### src/rtl/bhc_pkg.sv
`timescale 1ns/1ps
package bhc_pkg;

  typedef enum logic {
    ST_IDLE = 1'b0,
    ST_BUSY = 1'b1
  } bhc_state_e;

  // width of a counter that must reach n-1
  function automatic int cnt_width(input int n);
    return (n > 1) ? $clog2(n) : 1;
  endfunction

endpackage

### src/rtl/bhc_seq.sv
`timescale 1ns/1ps
module bhc_seq #(
  parameter int LATENCY = 5
) (
  input  logic clk,
  input  logic rst,
  input  logic start_i,
  output logic accept_o,
  output logic done_o,
  output logic idle_o,
  output logic advance_o,
  output logic last_step_o
);
  import bhc_pkg::*;

  localparam int CW = cnt_width(LATENCY);
  localparam logic [CW-1:0] LAST = CW'(LATENCY - 1);

  bhc_state_e    state_q;
  logic [CW-1:0] cnt_q;
  logic          busy;
  logic          at_last;

  assign busy      = (state_q == ST_BUSY);
  assign at_last   = busy && (cnt_q == LAST);
  assign done_o    = !rst && at_last;
  assign idle_o    = rst || (state_q == ST_IDLE);
  assign accept_o  = !rst && start_i && ((state_q == ST_IDLE) || at_last);
  assign advance_o = !rst && busy && !at_last;

  generate
    if (LATENCY == 1) begin : g_lat1
      assign last_step_o = accept_o;
    end else begin : g_latn
      assign last_step_o = advance_o && (cnt_q == CW'(LATENCY - 2));
    end
  endgenerate

  always_ff @(posedge clk) begin
    if (rst) begin
      state_q <= ST_IDLE;
      cnt_q   <= '0;
    end else if (accept_o) begin
      state_q <= ST_BUSY;
      cnt_q   <= '0;
    end else if (at_last) begin
      state_q <= ST_IDLE;
      cnt_q   <= '0;
    end else if (busy) begin
      cnt_q   <= cnt_q + 1'b1;
    end
  end


  accept_drops_idle_chk: assert property (@(posedge clk) disable iff (rst)
    accept_o |=> !idle_o);


  done_single_chk: assert property (@(posedge clk) disable iff (rst)
    (done_o && !accept_o) |=> !done_o);


  idle_after_done_chk: assert property (@(posedge clk) disable iff (rst)
    (done_o && !accept_o) |=> idle_o);


  busy_ignores_start_chk: assert property (@(posedge clk) disable iff (rst)
    (!idle_o && !done_o) |-> !accept_o);

endmodule

### src/rtl/bhc_kernel.sv
`timescale 1ns/1ps
module bhc_kernel #(
  parameter int DATA_W = 16
) (
  input  logic              clk,
  input  logic              rst,
  input  logic              accept_i,
  input  logic              advance_i,
  input  logic [DATA_W-1:0] arg_a_i,
  input  logic [DATA_W-1:0] arg_b_i,
  output logic [DATA_W-1:0] acc_next_o
);

  logic [DATA_W-1:0] acc_q;
  logic [DATA_W-1:0] b_q;

  // one accumulation step, wraps modulo 2^DATA_W
  function automatic logic [DATA_W-1:0] kstep(input logic [DATA_W-1:0] x,
                                               input logic [DATA_W-1:0] y);
    return x + y;
  endfunction

  assign acc_next_o = accept_i ? kstep(arg_a_i, arg_b_i) : kstep(acc_q, b_q);

  always_ff @(posedge clk) begin
    if (rst) begin
      acc_q <= '0;
      b_q   <= '0;
    end else if (accept_i) begin
      acc_q <= acc_next_o;
      b_q   <= arg_b_i;
    end else if (advance_i) begin
      acc_q <= acc_next_o;
    end
  end


  arg_frozen_chk: assert property (@(posedge clk) disable iff (rst)
    !accept_i |=> $stable(b_q));

endmodule

### src/rtl/bhc_ret.sv
`timescale 1ns/1ps
module bhc_ret #(
  parameter int DATA_W  = 16,
  parameter bit HAS_RET = 1'b1
) (
  input  logic              clk,
  input  logic              rst,
  input  logic              load_i,
  input  logic [DATA_W-1:0] val_i,
  output logic [DATA_W-1:0] ret_o
);

  generate
    if (HAS_RET) begin : g_ret
      logic [DATA_W-1:0] ret_q;
      always_ff @(posedge clk) begin
        if (rst)         ret_q <= '0;
        else if (load_i) ret_q <= val_i;
      end
      assign ret_o = ret_q;


      ret_hold_chk: assert property (@(posedge clk) disable iff (rst)
        !load_i |=> $stable(ret_o));
    end else begin : g_noret
      logic unused_inputs;
      assign unused_inputs = ^{clk, rst, load_i, val_i};
      assign ret_o = '0;


      always_comb begin
        ret_tied_chk: assert (ret_o == '0);
      end
    end
  endgenerate

endmodule

### src/rtl/blk_hs_ctrl.sv
`timescale 1ns/1ps
module blk_hs_ctrl #(
  parameter int DATA_W  = 16,
  parameter int LATENCY = 5,
  parameter bit HAS_RET = 1'b1
) (
  input  logic              clk,
  input  logic              rst,
  input  logic              start_i,
  input  logic [DATA_W-1:0] arg_a_i,
  input  logic [DATA_W-1:0] arg_b_i,
  output logic              ready_o,
  output logic              idle_o,
  output logic              done_o,
  output logic [DATA_W-1:0] ret_o
);

  logic              accept;
  logic              advance;
  logic              last_step;
  logic [DATA_W-1:0] acc_next;

  bhc_seq #(.LATENCY(LATENCY)) u_seq (
    .clk        (clk),
    .rst        (rst),
    .start_i    (start_i),
    .accept_o   (accept),
    .done_o     (done_o),
    .idle_o     (idle_o),
    .advance_o  (advance),
    .last_step_o(last_step)
  );

  bhc_kernel #(.DATA_W(DATA_W)) u_kernel (
    .clk       (clk),
    .rst       (rst),
    .accept_i  (accept),
    .advance_i (advance),
    .arg_a_i   (arg_a_i),
    .arg_b_i   (arg_b_i),
    .acc_next_o(acc_next)
  );

  bhc_ret #(.DATA_W(DATA_W), .HAS_RET(HAS_RET)) u_ret (
    .clk   (clk),
    .rst   (rst),
    .load_i(last_step),
    .val_i (acc_next),
    .ret_o (ret_o)
  );

  assign ready_o = accept;


  chain_keeps_busy_chk: assert property (@(posedge clk) disable iff (rst)
    (done_o && ready_o) |=> !idle_o);


  always_comb begin
    if (rst) reset_quiet_chk: assert (idle_o && !ready_o && !done_o);
  end

endmodule

### config.mk
export PLATFORM = sky130hd
export DESIGN_NAME = blk_hs_ctrl
export DESIGN_NICKNAME = d
export VERILOG_FILES = /design/src/rtl/bhc_pkg.sv /design/src/rtl/bhc_seq.sv /design/src/rtl/bhc_kernel.sv /design/src/rtl/bhc_ret.sv /design/src/rtl/blk_hs_ctrl.sv
export SDC_FILE = /design/constraint.sdc
export NUM_CORES = 1
export LEC_CHECK = 0
export BUFFER_PORTS_ARGS = -buffer_cell sky130_fd_sc_hd__buf_2
export CAP_MARGIN = 20
export CORE_ASPECT_RATIO = 1.5
export CORE_MARGIN = 2
export CORE_UTILIZATION = 47
export DETAILED_ROUTE_END_ITERATION = 16
export PLACE_DENSITY_LB_ADDON = 0.15
export SLEW_MARGIN = 25
export SYNTH_ARGS = -nofsm -noshare
export SYNTH_HDL_FRONTEND = slang
export SYNTH_SLANG_ARGS = --single-unit
export TNS_END_PERCENT = 30
### constraint.sdc
create_clock -name clk -period 2.6 [get_ports clk]
set_clock_uncertainty 0.1 [all_clocks]
set_input_delay 0.39 -clock clk [delete_from_list [all_inputs] [get_ports clk]]
set_output_delay 0.39 -clock clk [all_outputs]
set_load 0.05 [all_outputs]
# ---- Word level (Yosys, flattened, before mapping)
# Cells that the tools add are included.
dict set report word_totals {
  wordCells 30
  register_bits 52
  output_inout_bits 19
}
dict set report classes {
  bitwise_logic 1
  mux 5
  n_eq_ne 2
  reduce_logical 14
  n_addsub 3
}
# cell count
set op_table {}
lappend op_table {{16-bit two-way mux} 3}
lappend op_table {{16-bit adder} 2}
lappend op_table {{1-bit logical AND} 7}
lappend op_table {{2-bit nonzero test} 2}
lappend op_table {{3-bit by 1-bit adder with 3-bit output (second input constant)} 1}
lappend op_table {{3-bit by 2-bit == test with 1-bit output (second input constant)} 1}
lappend op_table {{3-bit == test (second input constant)} 1}
lappend op_table {{3-bit OR reduction} 1}
lappend op_table {{1-bit zero test} 2}
lappend op_table {{1-bit logical OR} 2}
lappend op_table {{1-bit two-way mux} 2}
lappend op_table {{1-bit inverter} 1}

# ---- Longest topological paths before layout
dict set report depth {
  word_depth 7
  ltp_mapped 11
  depth_no_buf 9
}

# ---- Modules after synthesis
# Synthesis repeated with hierarchy kept, for this count alone.
dict set report unflattened {
  hier_cells 409
  hier_area_um2 3572.2
}
# mod instances cells_each area_each_um2
set modules_own_cells {}
lappend modules_own_cells {bhc_kernel 1 330 2732.6}
lappend modules_own_cells {bhc_ret 1 52 580.6}
lappend modules_own_cells {bhc_seq 1 27 259.0}

# ---- Least setup slack after synthesis
# Ideal clock, no wire load.
dict set report synth_path {
  path_kind {input to register}
  startpoint {input arg_a_i[0]}
  endpoint {register u_kernel.acc_q[14]}
  setup_ps 79
  stages 9
  n_path_buf 0
  setup_slack_ps -61
  required_time_ps 2421
  t_arrival_ps 2481
  path_cell_list {ha_1 fa_1 a21o_1 a221o_1 a41oi_1 nor2_2 o221ai_1 mux2_1 a211oi_2}
}
dict set report synth_between {
  elab_chain_len 4
}
# element line
set synth_lines {}
lappend synth_lines {{start, declared} blk_hs_ctrl.sv:10} ;# input logic [DATA_W-1:0] arg_a_i,
lappend synth_lines {{16-bit adder (*)} bhc_kernel.sv:20} ;# return x + y;
lappend synth_lines {{16-bit two-way mux (*)} bhc_kernel.sv:23} ;# assign acc_next_o = accept_i ? kstep(arg_a_i, arg_b_i) : kstep(acc_q, b_q);
lappend synth_lines {{16-bit two-way mux} bhc_kernel.sv:32} ;# end else if (advance_i) begin
lappend synth_lines {{16-bit two-way mux (*)} bhc_kernel.sv:29} ;# end else if (accept_i) begin
lappend synth_lines {{end signal, assigned} bhc_kernel.sv:30} ;# acc_q <= acc_next_o;
lappend synth_lines {{end signal, assigned} bhc_kernel.sv:33} ;# acc_q <= acc_next_o;
lappend synth_lines {{end, declared} bhc_kernel.sv:14} ;# logic [DATA_W-1:0] acc_q;
# Every way passes the cells marked *; elsewhere a longest branch is shown, timed or not. The select of a mux whose other input is x is not followed.
# A chain may end at the register's enable or synchronous reset.

# ---- Worst setup path in the final report
dict set report layout_path {
  startpoint {register u_kernel.b_q[0]}
  endpoint {register u_kernel.acc_q[14]}
}
dict set report layout_between {
  elab_chain_len 4
}
# element line
set layout_lines {}
lappend layout_lines {{start, declared} bhc_kernel.sv:15} ;# logic [DATA_W-1:0] b_q;
lappend layout_lines {{start signal, assigned} bhc_kernel.sv:31} ;# b_q <= arg_b_i;
lappend layout_lines {{16-bit adder (*)} bhc_kernel.sv:20}
lappend layout_lines {{16-bit two-way mux (*)} bhc_kernel.sv:23}
lappend layout_lines {{16-bit two-way mux} bhc_kernel.sv:32}
lappend layout_lines {{16-bit two-way mux (*)} bhc_kernel.sv:29}
# Marked as above.

==> flow_summary.json <==
{
  "fill_cells": 697,
  "peakVddDrop_uv": 176.1,
  "max_slew_margin": 0.6850,
  "fin_nets": 572,
  "dieWidth_um": 73.79,
  "clk_latency_ns": 0.31,
  "ioPinCount": 54,
  "synth_nets": 496,
  "grtUsageTotal": 0.2238,
  "synthArstFlopShare": 0,
  "status": "finished, final reports clean",
  "clk_pin_slew_worst_paths_ns": 0.08,
  "cts.sinks": 52,
  "drt-pass1-iter-count": 5,
  "netlist_area_um2": 3433,
  "synth.avg_cell_area_um2": 8.059,
  "tightest_slew_ns": 0.4714,
  "finalHoldViolCount": 0,
  "grt-ovfl-total": 0,
  "cts_inserted_buffers": 5,
  "post-route-min-period_ns": 2.484,
  "via_per_inst": 5.360,
  "layout.cells.non_filler": 603,
  "routed_wl_um": 8411,
  "dr_wl_met3_um": 254,
  "power_density_nw_per_um2": 485.5,
  "grt_start_max_net_pins": 22,
  "yosys_warnings": 0,
  "die_h_um": 108.7,
  "finalInstanceArea_um2": 4144,
  "crit_path_end_kind": "flip-flop",
  "top_layer_used": "met4",
  "syn2layout_area_growth_pct": 20.70,
  "drive_gt1_frac": 0.2346,
  "timing_worst_setup_path_type": "reg2reg",
  "dp.cells": 595,
  "grt_pass1_vias": 3053,
  "port-buffer-count": 53,
  "rows": 38,
  "root_buffer": "clkbuf_8",
  "fin_ws_ns": 0.1159,
  "seq_area_frac_synth": 0.3032,
  "start_util": 0.4782,
  "wl_met2_um": 4113,
  "die-area_um2": 8019,
  "worst_ep_required_time_ns": 2.74,
  "post_dp_cell_area_um2": 4034,
  "worst_ep_arrival_time_ns": 2.63,
  "routedLengthMet1_um": 3820,
  "antenna_found_initial": 0,
  "num_vias": 3232,
  "grt_first_pass_wirelength_um": 13900,
  "drt-wirelength-per-cell_um": 13.95,
  "first_iter_violations": 118,
  "route.detailed.drc": 0,
  "rsz0062_at_grt": "yes",
  "synth-edff-count": 0,
  "max_freq_ghz": 0.4026,
  "leakagePower_nw": 1.898,
  "ys_seq_elements": 52,
  "cts_hold_buf": 0,
  "synthFlopType": "dfxtp_1",
  "pre_cts_ws_ns": -0.2307,
  "crit_fanout": 3,
  "diodes": 0,
  "period_share": 0.9554,
  "finalSetupViolations": 0,
  "dpl.hpwl_um": 6751,
  "worstHoldPathType": "in2reg",
  "ys_types": 59,
  "start_kind": "flip-flop",
  "cts_tree": "done",
  "maxCapViolations": 0,
  "core_area_um2": 7179,
  "cts-htree-levels": 2,
  "report.final.slew_viol_count": 0,
  "cts_buffer_depth": 2,
  "synthCells": 426,
  "ant_nets": 0,
  "place.gp.congestion": 0.9152
}
==> per-layer routing <==
metal,vias to the layer above,GRT usage
met2,72,0.3858
met3,16,0.03327
met1,1465,0.2740
met4,0,0.08961
li1,1679,-
met5,-,0
==> critical path: stages (launching register included) <==
cell and delay, ns:
dfxtp_1 0.33, ha_2 0.21, fa_2 0.36, a21oi_2 0.17, o211ai_2 0.12, a221oi_2 0.30
nor2_1 0.10, a311o_1 0.36, xnor2_2 0.17, a211oi_2 0.20
==> logic make-up after synthesis <==
group	share of synthesized area
mux	0.01494
flops	0.3032
xor+xnor	0.07362
simple gates	0.1782
fa+ha+maj	0.1319
buf+inv	0.04009
compound gates	0.2580
==> layout make-up <==
class	count	area (µm²)	area share
sequential	52	1041	0.2512
tap	100	125.1	0.03019
inverter	8	30.03	0.007246
multi-input combinational	341	2285	0.5513
timing repair buffer	94	573.1	0.1383
clock buffer	8	90.09	0.02174
==> registers in the layout, summed over array words and instances (netlist names) <==
register,count
u_kernel.acc_q,16
u_kernel.b_q,16
u_ret.ret_o,16
u_seq.busy,1
u_seq.cnt_q,3
==> layout by cell type (no fill, tap or decap), types with 3 or more instances in the layout <==
master / instances
o211ai_1: 4
and2_1: 4
clkbuf_8: 6
o21ai_0: 17
mux2i_1: 4
buf_4: 41
nor3_1: 6
o21ai_1: 9
dfxtp_1: 52
and3_1: 4
a21oi_1: 45
a31oi_1: 3
xor2_1: 14
a21o_1: 10
nand3_1: 16
nand4_1: 5
o21a_1: 5
ha_1: 32
buf_2: 53
xnor2_1: 13
nor2_1: 35
a211oi_1: 9
nand2_1: 64
inv_1: 8
==> metrics by stage <==
stage	power, mW	util	hold WS [ns]	setup TNS (ns)
global placement	1.535	0.5619	0.3293	-0.3910
CTS	2.021	0.5753	0.2218	0
global route	2.133	0.5772	0.2310	-0.001257
finish	2.012	0.5772	0.2284	0
detailed placement	1.544	0.5619	0.3395	-0.5421
floorplan	1.335	-	0.3406	0
==> repair_timing <==
| item | CTS | global route |
|---|---|---|
| setup buffers | 0 | 0 |
| pin swaps | 1 | 4 |
| setup endpoints to repair | 3 | 4 |
| gates resized for setup | 2 | 3 |
==> synth_stat cells (all sizes together), types with 2 or more instances <==
library cell / instances / share of area
buf: 9 / 0.014
a31oi: 3 / 0.0055
nor2: 36 / 0.040
fa: 2 / 0.012
o221ai: 3 / 0.0095
nand4: 5 / 0.0091
and3: 4 / 0.0073
a21oi: 47 / 0.072
xor2: 14 / 0.036
clkbuf: 16 / 0.017
ha: 33 / 0.12
a2111oi: 4 / 0.012
a211o: 2 / 0.0051
o21a: 5 / 0.011
o211ai: 5 / 0.012
dfxtp: 52 / 0.30
a211oi: 11 / 0.027
a21o: 10 / 0.022
nand2: 64 / 0.070
and2: 4 / 0.0073
inv: 8 / 0.0087
nor3: 6 / 0.0087
o21ai: 26 / 0.038
nand3: 16 / 0.023
xnor2: 14 / 0.038
o31ai: 3 / 0.0080
mux2i: 4 / 0.012
==> final timing paths <==
kind	start	endpoint	slack [ns]	cells after the start
worst max-delay path	u_kernel.b_q[0]$_SDFFE_PP0P_	u_kernel.acc_q[14]$_SDFFE_PP0P_	0.12	9
worst min register to register	u_ret.ret_o[0]$_SDFFE_PP0P_	u_ret.ret_o[0]$_SDFFE_PP0P_	0.35	2
worst max register to register	u_kernel.b_q[0]$_SDFFE_PP0P_	u_kernel.acc_q[14]$_SDFFE_PP0P_	0.12	9
worst min-delay path	arg_b_i[9]	u_kernel.b_q[9]$_SDFFE_PP0P_	0.23	3
==> report_power, final <==
part | switching (mW) | total (mW) | internal (mW)
combinational | 0.366 | 0.662 | 0.296
clock | 0.255 | 0.473 | 0.217
sequential | 0.0330 | 0.877 | 0.845
total | 0.654 | 2.01 | 1.36
Power figures use the tool's default switching activity.
